### config.mk
export PLATFORM = sky130hd
export DESIGN_NAME = vidreg_port_decoder
export DESIGN_NICKNAME = d
export VERILOG_FILES = /design/src/rtl/vidreg_pkg.sv /design/src/rtl/vidreg_addr_decode.sv /design/src/rtl/vidreg_bank.sv /design/src/rtl/vidreg_port_decoder.sv
export SDC_FILE = /design/constraint.sdc
export NUM_CORES = 1
export LEC_CHECK = 0
export ABC_AREA = 1
export BUFFER_PORTS_ARGS = -buffer_cell sky130_fd_sc_hd__buf_2
export CAP_MARGIN = 20
export CORE_MARGIN = 5
export CORE_UTILIZATION = 55
export CTS_CLUSTER_DIAMETER = 30
export CTS_CLUSTER_SIZE = 14
export DETAILED_ROUTE_END_ITERATION = 16
export HOLD_SLACK_MARGIN = 0.06
export PLACE_DENSITY = 0.82
export SLEW_MARGIN = 20
export SYNTH_ARGS = -nofsm -noshare
export SYNTH_HDL_FRONTEND = slang
export SYNTH_SLANG_ARGS = --single-unit
### constraint.sdc
create_clock -name clk -period 2.6 [get_ports clk]
set_clock_uncertainty 0.2 [all_clocks]
set_input_delay 0.13 -clock clk [delete_from_list [all_inputs] [get_ports clk]]
set_output_delay 0.13 -clock clk [all_outputs]
set_load 0.05 [all_outputs]
### src/rtl/vidreg_pkg.sv
package vidreg_pkg;
  localparam logic [15:0] ADDR_SEQ_IDX = 16'h03C4;
  localparam logic [15:0] ADDR_SEQ_DAT = 16'h03C5;
  localparam logic [15:0] ADDR_GC_IDX  = 16'h03CE;
  localparam logic [15:0] ADDR_GC_DAT  = 16'h03CF;

  typedef enum logic [2:0] {
    PSEL_NONE,
    PSEL_SEQ_IDX,
    PSEL_SEQ_DAT,
    PSEL_GC_IDX,
    PSEL_GC_DAT
  } port_sel_e;

  function automatic port_sel_e decode_addr(input logic [15:0] a);
    case (a)
      ADDR_SEQ_IDX: return PSEL_SEQ_IDX;
      ADDR_SEQ_DAT: return PSEL_SEQ_DAT;
      ADDR_GC_IDX:  return PSEL_GC_IDX;
      ADDR_GC_DAT:  return PSEL_GC_DAT;
      default:      return PSEL_NONE;
    endcase
  endfunction
endpackage

### src/rtl/vidreg_addr_decode.sv
module vidreg_addr_decode
  import vidreg_pkg::*;
#(
  parameter int AW = 16,
  parameter int DW = 8
) (
  input  logic          bus_valid,
  input  logic          bus_write,
  input  logic          bus_wide,
  input  logic [AW-1:0] bus_addr,
  input  logic [2*DW-1:0] bus_wdata,
  output port_sel_e     sel,
  output logic          seq_idx_we,
  output logic          seq_dat_we,
  output logic          gc_idx_we,
  output logic          gc_dat_we,
  output logic [DW-1:0] idx_wdata,
  output logic [DW-1:0] dat_wdata
);
  logic wr;
  logic wide_idx;

  always_comb begin
    sel       = decode_addr(16'(bus_addr));
    wr        = bus_valid && bus_write;
    wide_idx  = wr && bus_wide && (sel == PSEL_SEQ_IDX || sel == PSEL_GC_IDX);
    idx_wdata = bus_wdata[DW-1:0];
    // data byte: high half when it rides on an index write, else low half
    dat_wdata = wide_idx ? bus_wdata[2*DW-1:DW] : bus_wdata[DW-1:0];
    seq_idx_we = wr && sel == PSEL_SEQ_IDX;
    gc_idx_we  = wr && sel == PSEL_GC_IDX;
    seq_dat_we = wr && (sel == PSEL_SEQ_DAT || (bus_wide && sel == PSEL_SEQ_IDX));
    gc_dat_we  = wr && (sel == PSEL_GC_DAT || (bus_wide && sel == PSEL_GC_IDX));
  end
endmodule

### src/rtl/vidreg_bank.sv
module vidreg_bank #(
  parameter int NREGS    = 9,
  parameter int MASK_IDX = -1,
  parameter int DW       = 8
) (
  input  logic                      clk,
  input  logic                      rst_n,
  input  logic                      idx_we,
  input  logic [DW-1:0]             idx_wdata,
  input  logic                      dat_we,
  input  logic [DW-1:0]             dat_wdata,
  output logic [DW-1:0]             idx_q,
  output logic [DW-1:0]             rd_data,
  output logic [NREGS-1:0][DW-1:0]  regs_q
);
  localparam int SELW = (NREGS > 1) ? $clog2(NREGS) : 1;
  localparam logic [DW-1:0] LIMIT = DW'(NREGS);

  logic [DW-1:0] target;
  logic          tgt_ok;
  logic          cur_ok;

  always_comb begin
    target = idx_we ? idx_wdata : idx_q;
    tgt_ok = target < LIMIT;
    cur_ok = idx_q < LIMIT;
  end

  always_ff @(posedge clk) begin
    if (!rst_n)      idx_q <= '0;
    else if (idx_we) idx_q <= idx_wdata;
  end

  for (genvar g = 0; g < NREGS; g++) begin : g_reg
    localparam logic [DW-1:0] RST = (g == MASK_IDX) ? {DW{1'b1}} : '0;
    always_ff @(posedge clk) begin
      if (!rst_n)
        regs_q[g] <= RST;
      else if (dat_we && tgt_ok && target == DW'(g))
        regs_q[g] <= dat_wdata;
    end
  end

  always_comb begin
    rd_data = '0;
    for (int i = 0; i < NREGS; i++)
      if (cur_ok && idx_q == DW'(i)) rd_data = regs_q[i];
  end

  p_index_only_r3: assert property (@(posedge clk) disable iff (!rst_n)
    (idx_we && !dat_we) |=> $stable(regs_q));

  p_wide_lands_r2: assert property (@(posedge clk) disable iff (!rst_n)
    (idx_we && dat_we && idx_wdata < LIMIT) |=>
      (idx_q == $past(idx_wdata) &&
       regs_q[$past(idx_wdata[SELW-1:0])] == $past(dat_wdata)));

  p_window_r4: assert property (@(posedge clk) disable iff (!rst_n)
    (!idx_we && dat_we && idx_q < LIMIT) |=>
      ($stable(idx_q) && regs_q[$past(idx_q[SELW-1:0])] == $past(dat_wdata)));

  p_out_of_range_r5: assert property (@(posedge clk) disable iff (!rst_n)
    (dat_we && !(target < LIMIT)) |=> $stable(regs_q));

  p_quiet_r10: assert property (@(posedge clk) disable iff (!rst_n)
    (!idx_we && !dat_we) |=> ($stable(regs_q) && $stable(idx_q)));
endmodule

### src/rtl/vidreg_port_decoder.sv
module vidreg_port_decoder
  import vidreg_pkg::*;
#(
  parameter bit READBACK = 1'b1,
  parameter int SEQ_REGS = 5,
  parameter int GC_REGS  = 9,
  parameter int DW       = 8,
  parameter int AW       = 16,
  parameter int PLANES   = 4
) (
  input  logic            clk,
  input  logic            rst_n,
  input  logic            bus_valid,
  output logic            bus_ready,
  input  logic            bus_write,
  input  logic            bus_wide,
  input  logic [AW-1:0]   bus_addr,
  input  logic [2*DW-1:0] bus_wdata,
  output logic [DW-1:0]   bus_rdata,
  output logic [PLANES-1:0] plane_we,
  output logic [2:0]      rotate_count,
  output logic [1:0]      write_mode,
  output logic [DW-1:0]   bit_mask
);
  localparam int IDX_MAP_MASK = 2;
  localparam int IDX_ROTATE   = 3;
  localparam int IDX_MODE     = 5;
  localparam int IDX_BIT_MASK = 8;
  localparam logic [DW-1:0] FLOAT = {DW{1'b1}};

  port_sel_e sel;
  logic seq_idx_we, seq_dat_we, gc_idx_we, gc_dat_we;
  logic [DW-1:0] idx_wdata, dat_wdata;
  logic [DW-1:0] seq_idx, gc_idx, seq_rd, gc_rd;
  logic [SEQ_REGS-1:0][DW-1:0] seq_regs;
  logic [GC_REGS-1:0][DW-1:0]  gc_regs;

  assign bus_ready = 1'b1;

  vidreg_addr_decode #(.AW(AW), .DW(DW)) u_dec (
    .bus_valid(bus_valid), .bus_write(bus_write), .bus_wide(bus_wide),
    .bus_addr(bus_addr), .bus_wdata(bus_wdata), .sel(sel),
    .seq_idx_we(seq_idx_we), .seq_dat_we(seq_dat_we),
    .gc_idx_we(gc_idx_we), .gc_dat_we(gc_dat_we),
    .idx_wdata(idx_wdata), .dat_wdata(dat_wdata)
  );

  vidreg_bank #(.NREGS(SEQ_REGS), .MASK_IDX(-1), .DW(DW)) u_seq (
    .clk(clk), .rst_n(rst_n), .idx_we(seq_idx_we), .idx_wdata(idx_wdata),
    .dat_we(seq_dat_we), .dat_wdata(dat_wdata), .idx_q(seq_idx),
    .rd_data(seq_rd), .regs_q(seq_regs)
  );

  vidreg_bank #(.NREGS(GC_REGS), .MASK_IDX(IDX_BIT_MASK), .DW(DW)) u_gc (
    .clk(clk), .rst_n(rst_n), .idx_we(gc_idx_we), .idx_wdata(idx_wdata),
    .dat_we(gc_dat_we), .dat_wdata(dat_wdata), .idx_q(gc_idx),
    .rd_data(gc_rd), .regs_q(gc_regs)
  );

  always_comb begin
    plane_we     = seq_regs[IDX_MAP_MASK][PLANES-1:0];
    rotate_count = gc_regs[IDX_ROTATE][2:0];
    write_mode   = gc_regs[IDX_MODE][1:0];
    bit_mask     = gc_regs[IDX_BIT_MASK];
  end

  if (READBACK) begin : g_rb
    always_comb begin
      case (sel)
        PSEL_SEQ_IDX: bus_rdata = seq_idx;
        PSEL_SEQ_DAT: bus_rdata = seq_rd;
        PSEL_GC_IDX:  bus_rdata = gc_idx;
        PSEL_GC_DAT:  bus_rdata = gc_rd;
        default:      bus_rdata = FLOAT;
      endcase
    end
  end else begin : g_wo
    assign bus_rdata = FLOAT;
  end

  p_float_r9: assert property (@(posedge clk) disable iff (!rst_n)
    (!READBACK && bus_valid && !bus_write) |-> bus_rdata == FLOAT);

  p_unmapped_r1: assert property (@(posedge clk) disable iff (!rst_n)
    (sel == PSEL_NONE) |=> ($stable(seq_regs) && $stable(gc_regs) &&
                            $stable(seq_idx) && $stable(gc_idx)));
endmodule

==> results.sh, run 1 <==
export IMPL_pwr_density_cell_nw_per_um2=516
export IMPL_multiInputGateArea_um2=3890
export IMPL_io_buffers=61
export IMPL_die_w_um=128
export IMPL_slew_violations=0
export IMPL_rsz0062_at_grt="yes"
export IMPL_drv_cap=0
export IMPL_clk_latency_ns=0.42
export IMPL_routedWlPerCell_um=14.7
export IMPL_synthesis_nets=1278
export IMPL_coreArea_um2=13700
export IMPL_wirelength_mm=22.3
export IMPL_nNetsFinal=1358
export IMPL_ys_types=34
export IMPL_drc=0
export IMPL_seqCellArea_um2=2570
export IMPL_synth_top_family_by_area="simple AND/OR/NAND/NOR gates"
export IMPL_drtPass1Iterations=7
export IMPL_synthMuxAreaShare=0
export IMPL_synth_compound_area_share=0.0588
export IMPL_cp_max_fo=7
export IMPL_cts_sinks=128
export IMPL_hold_class="in -> reg"
export IMPL_num_vias=8000
export IMPL_rows=43
export IMPL_grt_pass1_wl_mm=35.7
export IMPL_irDropWorstVdd_v=0.000484
export IMPL_cts_htree_levels=4
export IMPL_ys_seq_area_frac=0.336
export IMPL_cts_buffers=17
export IMPL_tightest_slew_ns=0.798
export IMPL_antenna_left=0
export IMPL_synthFlopType="dfxtp_1"
export IMPL_synthAdderAreaFrac=0
export IMPL_placed_area_um2=8070
export IMPL_hold_viol_final=0
export IMPL_cp_start_kind="flop"
export IMPL_drive_above_1_share=0.184
export IMPL_ys_ff_latch=128
export IMPL_power_leakage_nw=4.18
export IMPL_timing_fmax_mhz=396
export IMPL_areaGrowthSynthToFinish_pct=20.1
export IMPL_end_kind="primary output"
export IMPL_ctsLongestPathBuffers=2
export IMPL_num_io_pins=63
export IMPL_crit_required_ns=2.27
export IMPL_min_period_ns=2.53
export IMPL_grt_pass1_vias=7229
export IMPL_cts_tree="built"
export IMPL_async_flop_share=0
export IMPL_synth_edf_count=0
export IMPL_arrival_ns=2.20
export IMPL_post_route_cell_area_um2=9150
export IMPL_antenna_found_initial=1
export IMPL_gr_usage_all_layers=0.273
export IMPL_gp_congestion=0.967
export IMPL_vias_per_cell=5.28
export IMPL_root_buffer="clkbuf_16"
export IMPL_synth_area_per_cell_um2=6.14
export IMPL_grt_max_degree=80
export IMPL_synth_xor_area_share=0
export IMPL_finalSetupViolations=0
export IMPL_synth_simple_area_share=0.431
export IMPL_criticalPathCategory="reg -> out"
export IMPL_drtIter0Drc=995
export IMPL_status="complete, no violations"
export IMPL_min_period_over_period=0.972
export IMPL_syn_inst=1241
export IMPL_die_y_um=128
export IMPL_maxSlewHeadroom=0.467
export IMPL_yosys_warnings=0
export IMPL_initial_core_util=0.555
export IMPL_hpwl_mm=14.8
export IMPL_clkSlewWorstSetupHoldPaths_ns=0.06
export IMPL_synth_area_um2=7620
export IMPL_final_core_util=0.667
export IMPL_dieArea_um2=16300
export IMPL_nFillCells=1164
export IMPL_gr_total_overflow=0
[final cells by class]
type,instances,share of cell area
Multi-Input combinational cell,804,0.425
Sequential cell,128,0.281
Inverter,244,0.100
Timing Repair Buffer,126,0.100
Clock buffer,21,0.0514
Tap cell,180,0.0246
Clock inverter,11,0.0175
Antenna cell,1,0.000273
[through the flow]
step,hold slack (ns),TNS [ns],setup slack (ns),cells,power (mW)
2_1_floorplan,0.124,0,0.186,1241,2.11
6_report,0.0763,0,0.0737,1515,4.72
4_1_cts,0.0671,0,0.0105,1504,4.72
5_1_grt,0.126,-0.312,-0.0456,1515,4.83
3_3_place_gp,0.262,-1.06,-0.0561,1457,2.19
3_5_place_dp,0.270,-3.92,-0.148,1457,2.19
[flip-flops by register name, summed over array words and instances, names as in the netlist]
| name | cells |
|---|---|
| u_gc.regs_q | 72 |
| u_seq.regs_q | 40 |
| u_gc.idx_q | 8 |
| u_seq.idx_q | 8 |
[critical path, stage by stage (launching register included)]
cell     delay [ns]
dfxtp_1        0.30
inv_2          0.06
nand4_1        0.12
buf_6          0.16
nor4_4         0.22
buf_4          0.20
nand2_2        0.05
nand4_1        0.14
a21oi_2        0.06
nand4_1        0.13
nand2_1        0.08
nand2_2        0.09
buf_8          0.15
[layout by cell type, fill, tap and decap left out, types with 17 or more instances in the layout]
master	instances
o21ai_0	31
nor2_1	181
nand3_1	35
dfxtp_1	118
inv_2	24
nand2_1	345
inv_1	218
nand4_1	106
buf_4	49
buf_2	52
clkbuf_16	17
[where the power goes]
group / switching [mW] / internal (mW) / leakage (nW)
logic: 0.141 / 0.0690 / 2.83
registers: 0.00000275 / 1.96 / 1.04
clock network: 0.877 / 1.67 / 0.309
total: 1.02 / 3.70 / 4.18
[per-layer routing]
layer / vias to the layer above / part of all wire / track usage
met2: 342 / 0.47 / 0.440
met4: 0 / 0.031 / 0.114
met1: 3595 / 0.41 / 0.357
li1: 3999 / - / -
met5: - / 0 / 0
met3: 64 / 0.088 / 0.0579
[timing repair]
item / in CTS / in global routing
gates resized for setup: 10 / 81
endpoints found under the setup margin: 8 / 10
buffers inserted: 2 / 10
pin swaps: 1 / 25
hold buffers: 13 / 0
endpoints found under the hold margin: 47 / 0
[Yosys cell counts, types with 8 or more instances]
master      n  area (um2)
a21oi_1    29         145
buf_2      19        95.1
buf_4      21         158
buf_6       8        90.1
clkbuf_1   10        37.5
dfxtp_1   128        2560
inv_1     231         867
inv_2      11        41.3
nand2_1   352        1320
nand3_1    36         180
nand3_2    10         100
nand4_1   106         663
nor2_1    181         679
nor2_4      9         101
o21ai_0    35         175
o221ai_1    8        70.1
[final timing paths]
path,slack [ns],end,startpoint,cells past startpoint
setup / recovery,0.07,bus_rdata[2],u_gc.idx_q[4],12
hold / removal,0.08,u_seq.idx_q[6],bus_addr[2],5
setup reg to reg,0.49,u_seq.regs_q[33],u_seq.idx_q[4],9
hold reg to reg,0.28,u_seq.regs_q[14],u_seq.regs_q[14],2
[cell families (layout without fill, tap and decap cells)]
| logic type | count (synthesis) | count (layout) |
|---|---|---|
| compound gates | 82 | 82 |
| buf+inv | 309 | 402 |
| flops | 128 | 128 |
| other cells | 1 | 2 |
| simple gates | 721 | 721 |
Power figures use the tool's default switching activity.
==> run 2, diff against run 1 <==
BUFFER_PORTS_ARGS = -buffer_cell sky130_fd_sc_hd__buf_4   (was -buffer_cell sky130_fd_sc_hd__buf_2)
CTS_BUF_LIST = sky130_fd_sc_hd__clkbuf_8   (was unset)
==> run 2 against run 1 <==
- fmax down 2.5%
- worst hold slack improved by 0.016 ns
- largest power group is now sequential cells
- wire length decreased by 0.20%
- sequential share of layout area rose by 0.49 points
- clock power down 36%
- design area decreased by 1.8%
- global-route usage is essentially flat
- power is 19% lower
- register-to-register slack better by 0.13 ns
- final cell count down 0.46%
==> results.sh, run 2 (same netlist as run 1, synthesis figures left out) <==
export IMPL_status="complete, no violations"
export IMPL_routedWlPerCell_um=14.8
export IMPL_power_leakage_nw=4.10
export IMPL_vias_per_cell=5.30
export IMPL_maxSlewHeadroom=0.431
export IMPL_mostFrequentLayoutCells="349 x nand2_1, 221 x inv_1, 181 x nor2_1, 120 x dfxtp_1, 106 x nand4_1"
export IMPL_gp_congestion=1.01
export IMPL_met3_usage=0.0663
export IMPL_finalSetupViolations=0
export IMPL_initial_core_util=0.555
export IMPL_rsz0062_at_grt="yes"
export IMPL_cp_start_kind="flop"
export IMPL_max_flop_register="u_gc.regs_q"
export IMPL_final_core_util=0.655
export IMPL_num_io_pins=63
export IMPL_antenna_left=0
export IMPL_clkSlewWorstSetupHoldPaths_ns=0.07
export IMPL_drive_above_1_share=0.173
export IMPL_placed_area_um2=8230
export IMPL_whs_ns=0.0926
export IMPL_ctsLongestPathBuffers=2
export IMPL_drv_cap=0
export IMPL_min_period_over_period=0.996
export IMPL_timing_fmax_mhz=386
export IMPL_die_w_um=128
export IMPL_grtUsageMet2=0.420
export IMPL_cp_max_fo=7
export IMPL_criticalPathCategory="reg -> out"
export IMPL_grt_pass1_vias=7107
export IMPL_cts_buffers=17
export IMPL_tightest_slew_ns=0.849
export IMPL_arrival_ns=2.26
export IMPL_cts_tree="built"
export IMPL_drtIter0Drc=888
export IMPL_dieArea_um2=16300
export IMPL_coreArea_um2=13700
export IMPL_hold_viol_final=0
export IMPL_drtPass1Iterations=8
export IMPL_wirelength_mm=22.3
export IMPL_gr_total_overflow=0
export IMPL_top_regs="u_gc.regs_q: 72 flops, u_seq.regs_q: 40 flops"
export IMPL_pwr_density_cell_nw_per_um2=424
export IMPL_slew_violations=0
export IMPL_cts_htree_levels=4
export IMPL_nNetsFinal=1354
export IMPL_irDropWorstVdd_v=0.000371
export IMPL_antenna_found_initial=0
export IMPL_n_antenna_cell=0
export IMPL_root_buffer="clkbuf_8"
export IMPL_hold_class="in -> reg"
export IMPL_cpPeakStageDelay_ns=0.32
export IMPL_drc=0
export IMPL_rows=43
export IMPL_post_route_cell_area_um2=8980
export IMPL_dp_cells=1455
export IMPL_grt_max_degree=79
export IMPL_cts_sinks=128
export IMPL_io_buffers=61
export IMPL_path_buf_inv=4
export IMPL_min_period_ns=2.59
export IMPL_gr_usage_met1=0.372
export IMPL_crit_required_ns=2.27
export IMPL_die_y_um=128
export IMPL_num_vias=7991
export IMPL_clk_latency_ns=0.47
export IMPL_hpwl_mm=15.0
export IMPL_end_kind="primary output"
export IMPL_finalNonFillerCells=1508
export IMPL_grt_busiest_layer="met2"
export IMPL_cp_top_family="simple AND/OR/NAND/NOR gates"
export IMPL_grt_pass1_wl_mm=35.4
export IMPL_largest_reg_flops=72
export IMPL_crit_path_cell_trace="inv_2 -> nand4_1 -> buf_6 -> nor3_4 -> buf_4 -> nand2_1 -> nand4_1 -> a21oi_2 -> nand4_1 -> nand2_1 -> nand2_1 -> buf_6"
export IMPL_gr_usage_all_layers=0.274
export IMPL_layout_commonest_cell="nand2_1"
export IMPL_slowest_stage="dfxtp_1"
export IMPL_finalSetupTns_ns=0
export IMPL_areaGrowthSynthToFinish_pct=17.9
[run 2: changes by cell type in the layout (fill, tap and decap cells not counted), sizes merged]
cell	previous run	this run
clkinvlp	2	1
bufinv	4	1
buf	113	107
clkinv	7	6
dlygate4sd3	13	15
diode	1	0
inv	242	245
[run 2: report_power, final]
group	internal [mW]	switching, mW
combinational	0.0831	0.140
sequential	1.96	0.00000262
clock	0.828	0.794
total	2.87	0.934
[run 2: worst paths after layout]
check | start | to | slack (ns) | cells past startpoint
worst max-delay path | u_gc.idx_q[6] | bus_rdata[3] | 0.01 | 12
worst min register to register | u_seq.regs_q[13] | u_seq.regs_q[13] | 0.29 | 2
worst min-delay path | bus_wdata[8] | u_gc.regs_q[64] | 0.09 | 6
worst max register to register | u_seq.idx_q[7] | u_seq.regs_q[34] | 0.62 | 8
[run 2: timing repair]
action	CTS	global route
hold buffers	15	0
pin swaps	3	25
hold endpoints to repair	50	0
setup endpoints to repair	8	8
setup buffers	2	6
gates resized for setup	17	51
cloned	0	0
[run 2: metal layers]
metal,wire [um],up-vias
met3,2000,45
met1,9550,3639
met5,0,-
met4,650,0
li1,-,3982
met2,10100,325
[run 2: through the flow]
stage / setup WS, ns / power (mW)
final: 0.0100 / 3.80
after global routing: -0.128 / 3.93
after CTS: -0.0138 / 3.80
after detailed placement: -0.118 / 2.21
after global placement: -0.102 / 2.20
after floorplan: 0.186 / 2.11
[run 2: area by class of cell]
class                           count  area (um2)
Inverter                          244         916
Clock inverter                      9        68.8
Multi-Input combinational cell    804        3870
Clock buffer                       21         289
Tap cell                          180         225
Timing Repair Buffer              122        1040
Fill cell                        1223        4740
Sequential cell                   128        2570
[run 2: worst register-to-register path, cell delays in order (launching register included)]
cell,delay (ns)
dfxtp_2,0.33
nand2_1,0.09
nand2_1,0.06
nor2_1,0.16
inv_1,0.07
nor2_2,0.19
nand4_2,0.38
o21ai_0,0.34
nor2_1,0.06
==> run 3, diff against run 2 <==
ABC_AREA = unset   (was 1)
PLACE_DENSITY = 0.83   (was 0.82)
==> run 3 against run 2 <==
- the run now ends with negative setup slack left
- synthesized area is 8.1% lower
- clock-buffer cell count shrank 4
- sequential power about the same
- power grew 3.3%
- worst setup slack worse by 0.10 ns
- register-to-register slack got worse by 0.26 ns
- fmax down 3.7%
- synthesized cell count shrank 37%
- critical path depth fell by 6
- first-iteration DRC count decreased by 5.5%
- flip-flop and latch count is the same
- core utilization is 4.2 points higher
- largest power group unchanged
- highest routed layer unchanged
==> results.sh, run 3 <==
export IMPL_status="complete, but fails checks"
export IMPL_violations="negative setup slack"
export IMPL_cts_htree_levels=4
export IMPL_synth_area_per_cell_um2=8.96
export IMPL_synth_xor_area_share=0.00125
export IMPL_ctsLongestPathBuffers=2
export IMPL_dp_slack_ns=-0.100
export IMPL_gr_usage_all_layers=0.306
export IMPL_p_sw_frac=0.258
export IMPL_min_period_over_period=1.03
export IMPL_grt_pass1_wl_mm=35.2
export IMPL_hold_viol_final=0
export IMPL_syn_inst=782
export IMPL_hold_class="in -> reg"
export IMPL_vias_per_cell=6.25
export IMPL_cts_buffers=17
export IMPL_top_regs="u_gc.regs_q: 72 flops, u_seq.regs_q: 40 flops"
export IMPL_ys_types=56
export IMPL_cts_tree="built"
export IMPL_p_clk_frac=0.439
export IMPL_placed_area_um2=7890
export IMPL_dieArea_um2=15100
export IMPL_drv_cap=0
export IMPL_finalSetupTns_ns=-0.367
export IMPL_synth_compound_area_share=0.174
export IMPL_comb_power_share=0.063
export IMPL_synthFlopType="dfxtp_1"
export IMPL_pwr_share_seq=0.498
export IMPL_synthMuxAreaShare=0.196
export IMPL_yosysMostFrequentCell="nand2_1"
export IMPL_finalSetupViolations=7
export IMPL_drtPass1Iterations=6
export IMPL_nNetsFinal=906
export IMPL_grt_max_degree=61
export IMPL_gp_congestion=0.999
export IMPL_timing_fmax_mhz=372
export IMPL_clk_latency_ns=0.46
export IMPL_wirelength_mm=22.5
export IMPL_areaGrowthSynthToFinish_pct=25.0
export IMPL_pwr_density_cell_nw_per_um2=449
export IMPL_cp_start_kind="flop"
export IMPL_routedWlPerCell_um=21.4
export IMPL_crit_required_ns=2.27
export IMPL_mostFrequentLayoutCells="142 x nand2_1, 122 x dfxtp_1, 108 x mux2i_1, 107 x buf_4, 48 x nor2_1"
export IMPL_yosysTopAreaCell="dfxtp_1"
export IMPL_tightest_slew_ns=0.661
export IMPL_switchingPower_mw=1.01
export IMPL_arrival_ns=2.36
export IMPL_ys_ff_latch=128
export IMPL_internal_power_mw=2.92
export IMPL_synth_common_cells="142 x nand2_1, 128 x dfxtp_1, 108 x mux2i_1"
export IMPL_cp_max_fo=17
export IMPL_antenna_left=0
export IMPL_final_core_util=0.697
export IMPL_num_io_pins=63
export IMPL_grt_pass1_vias=6358
export IMPL_synth_top_family_by_area="simple AND/OR/NAND/NOR gates"
export IMPL_ys_seq_area_frac=0.366
export IMPL_end_kind="primary output"
export IMPL_rsz0062_at_grt="yes"
export IMPL_nFillCells=876
export IMPL_whs_ns=0.226
export IMPL_power_mw=3.93
export IMPL_clkSlewWorstSetupHoldPaths_ns=0.08
export IMPL_synth_area_leaders="dfxtp_1 37%, mux2i_1 15%, nand2_1 7.6%"
export IMPL_max_flop_register="u_gc.regs_q"
export IMPL_setup_ws_ns=-0.0897
export IMPL_rows=41
export IMPL_n_antenna_cell=0
export IMPL_yosys_warnings=0
export IMPL_synthesis_nets=819
export IMPL_synthAdderAreaFrac=0
export IMPL_async_flop_share=0
export IMPL_root_buffer="clkbuf_8"
export IMPL_path_buf_inv=2
export IMPL_criticalPathCategory="reg -> out"
export IMPL_slew_violations=0
export IMPL_post_route_cell_area_um2=8750
export IMPL_layout_commonest_cell="nand2_1"
export IMPL_io_buffers=61
export IMPL_dp_cells=998
export IMPL_initial_core_util=0.557
export IMPL_drtIter0Drc=839
export IMPL_cp_top_family="compound AO/OA/AOI/OAI gates"
export IMPL_slowest_stage="dfxtp_1"
export IMPL_die_y_um=123
export IMPL_hpwl_mm=14.7
export IMPL_crit_path_cell_trace="buf_4 -> nand3_1 -> o31ai_2 -> a221oi_4 -> o221ai_2 -> buf_6"
export IMPL_die_w_um=123
export IMPL_antenna_found_initial=0
export IMPL_largest_reg_flops=72
export IMPL_num_vias=6585
export IMPL_synth_area_um2=7000
export IMPL_drive_above_1_share=0.277
export IMPL_synth_edf_count=0
export IMPL_coreArea_um2=12600
export IMPL_power_leakage_nw=3.78
export IMPL_synth_simple_area_share=0.204
export IMPL_irDropWorstVdd_v=0.000626
export IMPL_gr_total_overflow=0
export IMPL_drc=0
export IMPL_synth_top_area_share=0.366
export IMPL_cts_sinks=128
export IMPL_maxSlewHeadroom=0.555
export IMPL_finalNonFillerCells=1054
export IMPL_min_period_ns=2.69
export IMPL_cpPeakStageDelay_ns=0.53
run 3: metal layers:
metal | GRT usage | routed length, um | vias to the layer above
met5 | 0 | 0 | -
met4 | 0.157 | 1110 | 0
met3 | 0.0751 | 2190 | 109
met2 | 0.475 | 10600 | 408
met1 | 0.393 | 8660 | 3112
li1 | - | - | 2956
run 3: area by class of cell:
| class | instances | area [um2] | area share |
|---|---|---|---|
| Tap cell | 172 | 215 | 0.0246 |
| Clock buffer | 17 | 234 | 0.0267 |
| Multi-Input combinational cell | 567 | 4290 | 0.490 |
| Inverter | 11 | 41.3 | 0.00472 |
| Clock inverter | 15 | 159 | 0.0182 |
| Sequential cell | 128 | 2570 | 0.294 |
| Timing Repair Buffer | 144 | 1240 | 0.141 |
run 3: cells by family (layout without fill, tap and decap cells):
group | Yosys count | after routing
simple gates | 292 | 292
compound gates | 147 | 147
flops | 128 | 128
mux | 126 | 126
buf+inv | 87 | 187
other cells | 1 | 1
xor+xnor | 1 | 1
run 3: path summary, 6_finish.rpt:
kind,end,depth (start not counted),slack [ns],startpoint
setup reg to reg,u_seq.regs_q[25],8,0.36,u_seq.idx_q[6]
hold reg to reg,u_gc.regs_q[1],2,0.26,u_gc.regs_q[1]
setup / recovery,bus_rdata[6],6,-0.09,u_gc.idx_q[2]
hold / removal,u_seq.idx_q[1],6,0.23,bus_addr[1]
run 3: repair_timing:
item	CTS	global route
endpoints found under the hold margin	41	0
setup endpoints to repair	8	11
resized for setup	38	18
pin swaps	12	10
buffers inserted	1	3
hold buffers	20	0
run 3: worst min-delay path, delay by kind of cell:
family                 cells  cell delay [ns]
and+or+nand+nor            3             0.39
buffers and inverters      2             0.24
AOI/OAI and AO/OA          1             0.07
run 3: power by group through the flow:
stage	logic, mW	registers, mW	clock network, mW
detailed placement	0.210	2.00	0
global placement	0.209	2.00	0
global route	0.256	1.96	1.84
CTS	0.232	1.96	1.74
finish	0.246	1.96	1.73
floorplan	0.104	2.00	0
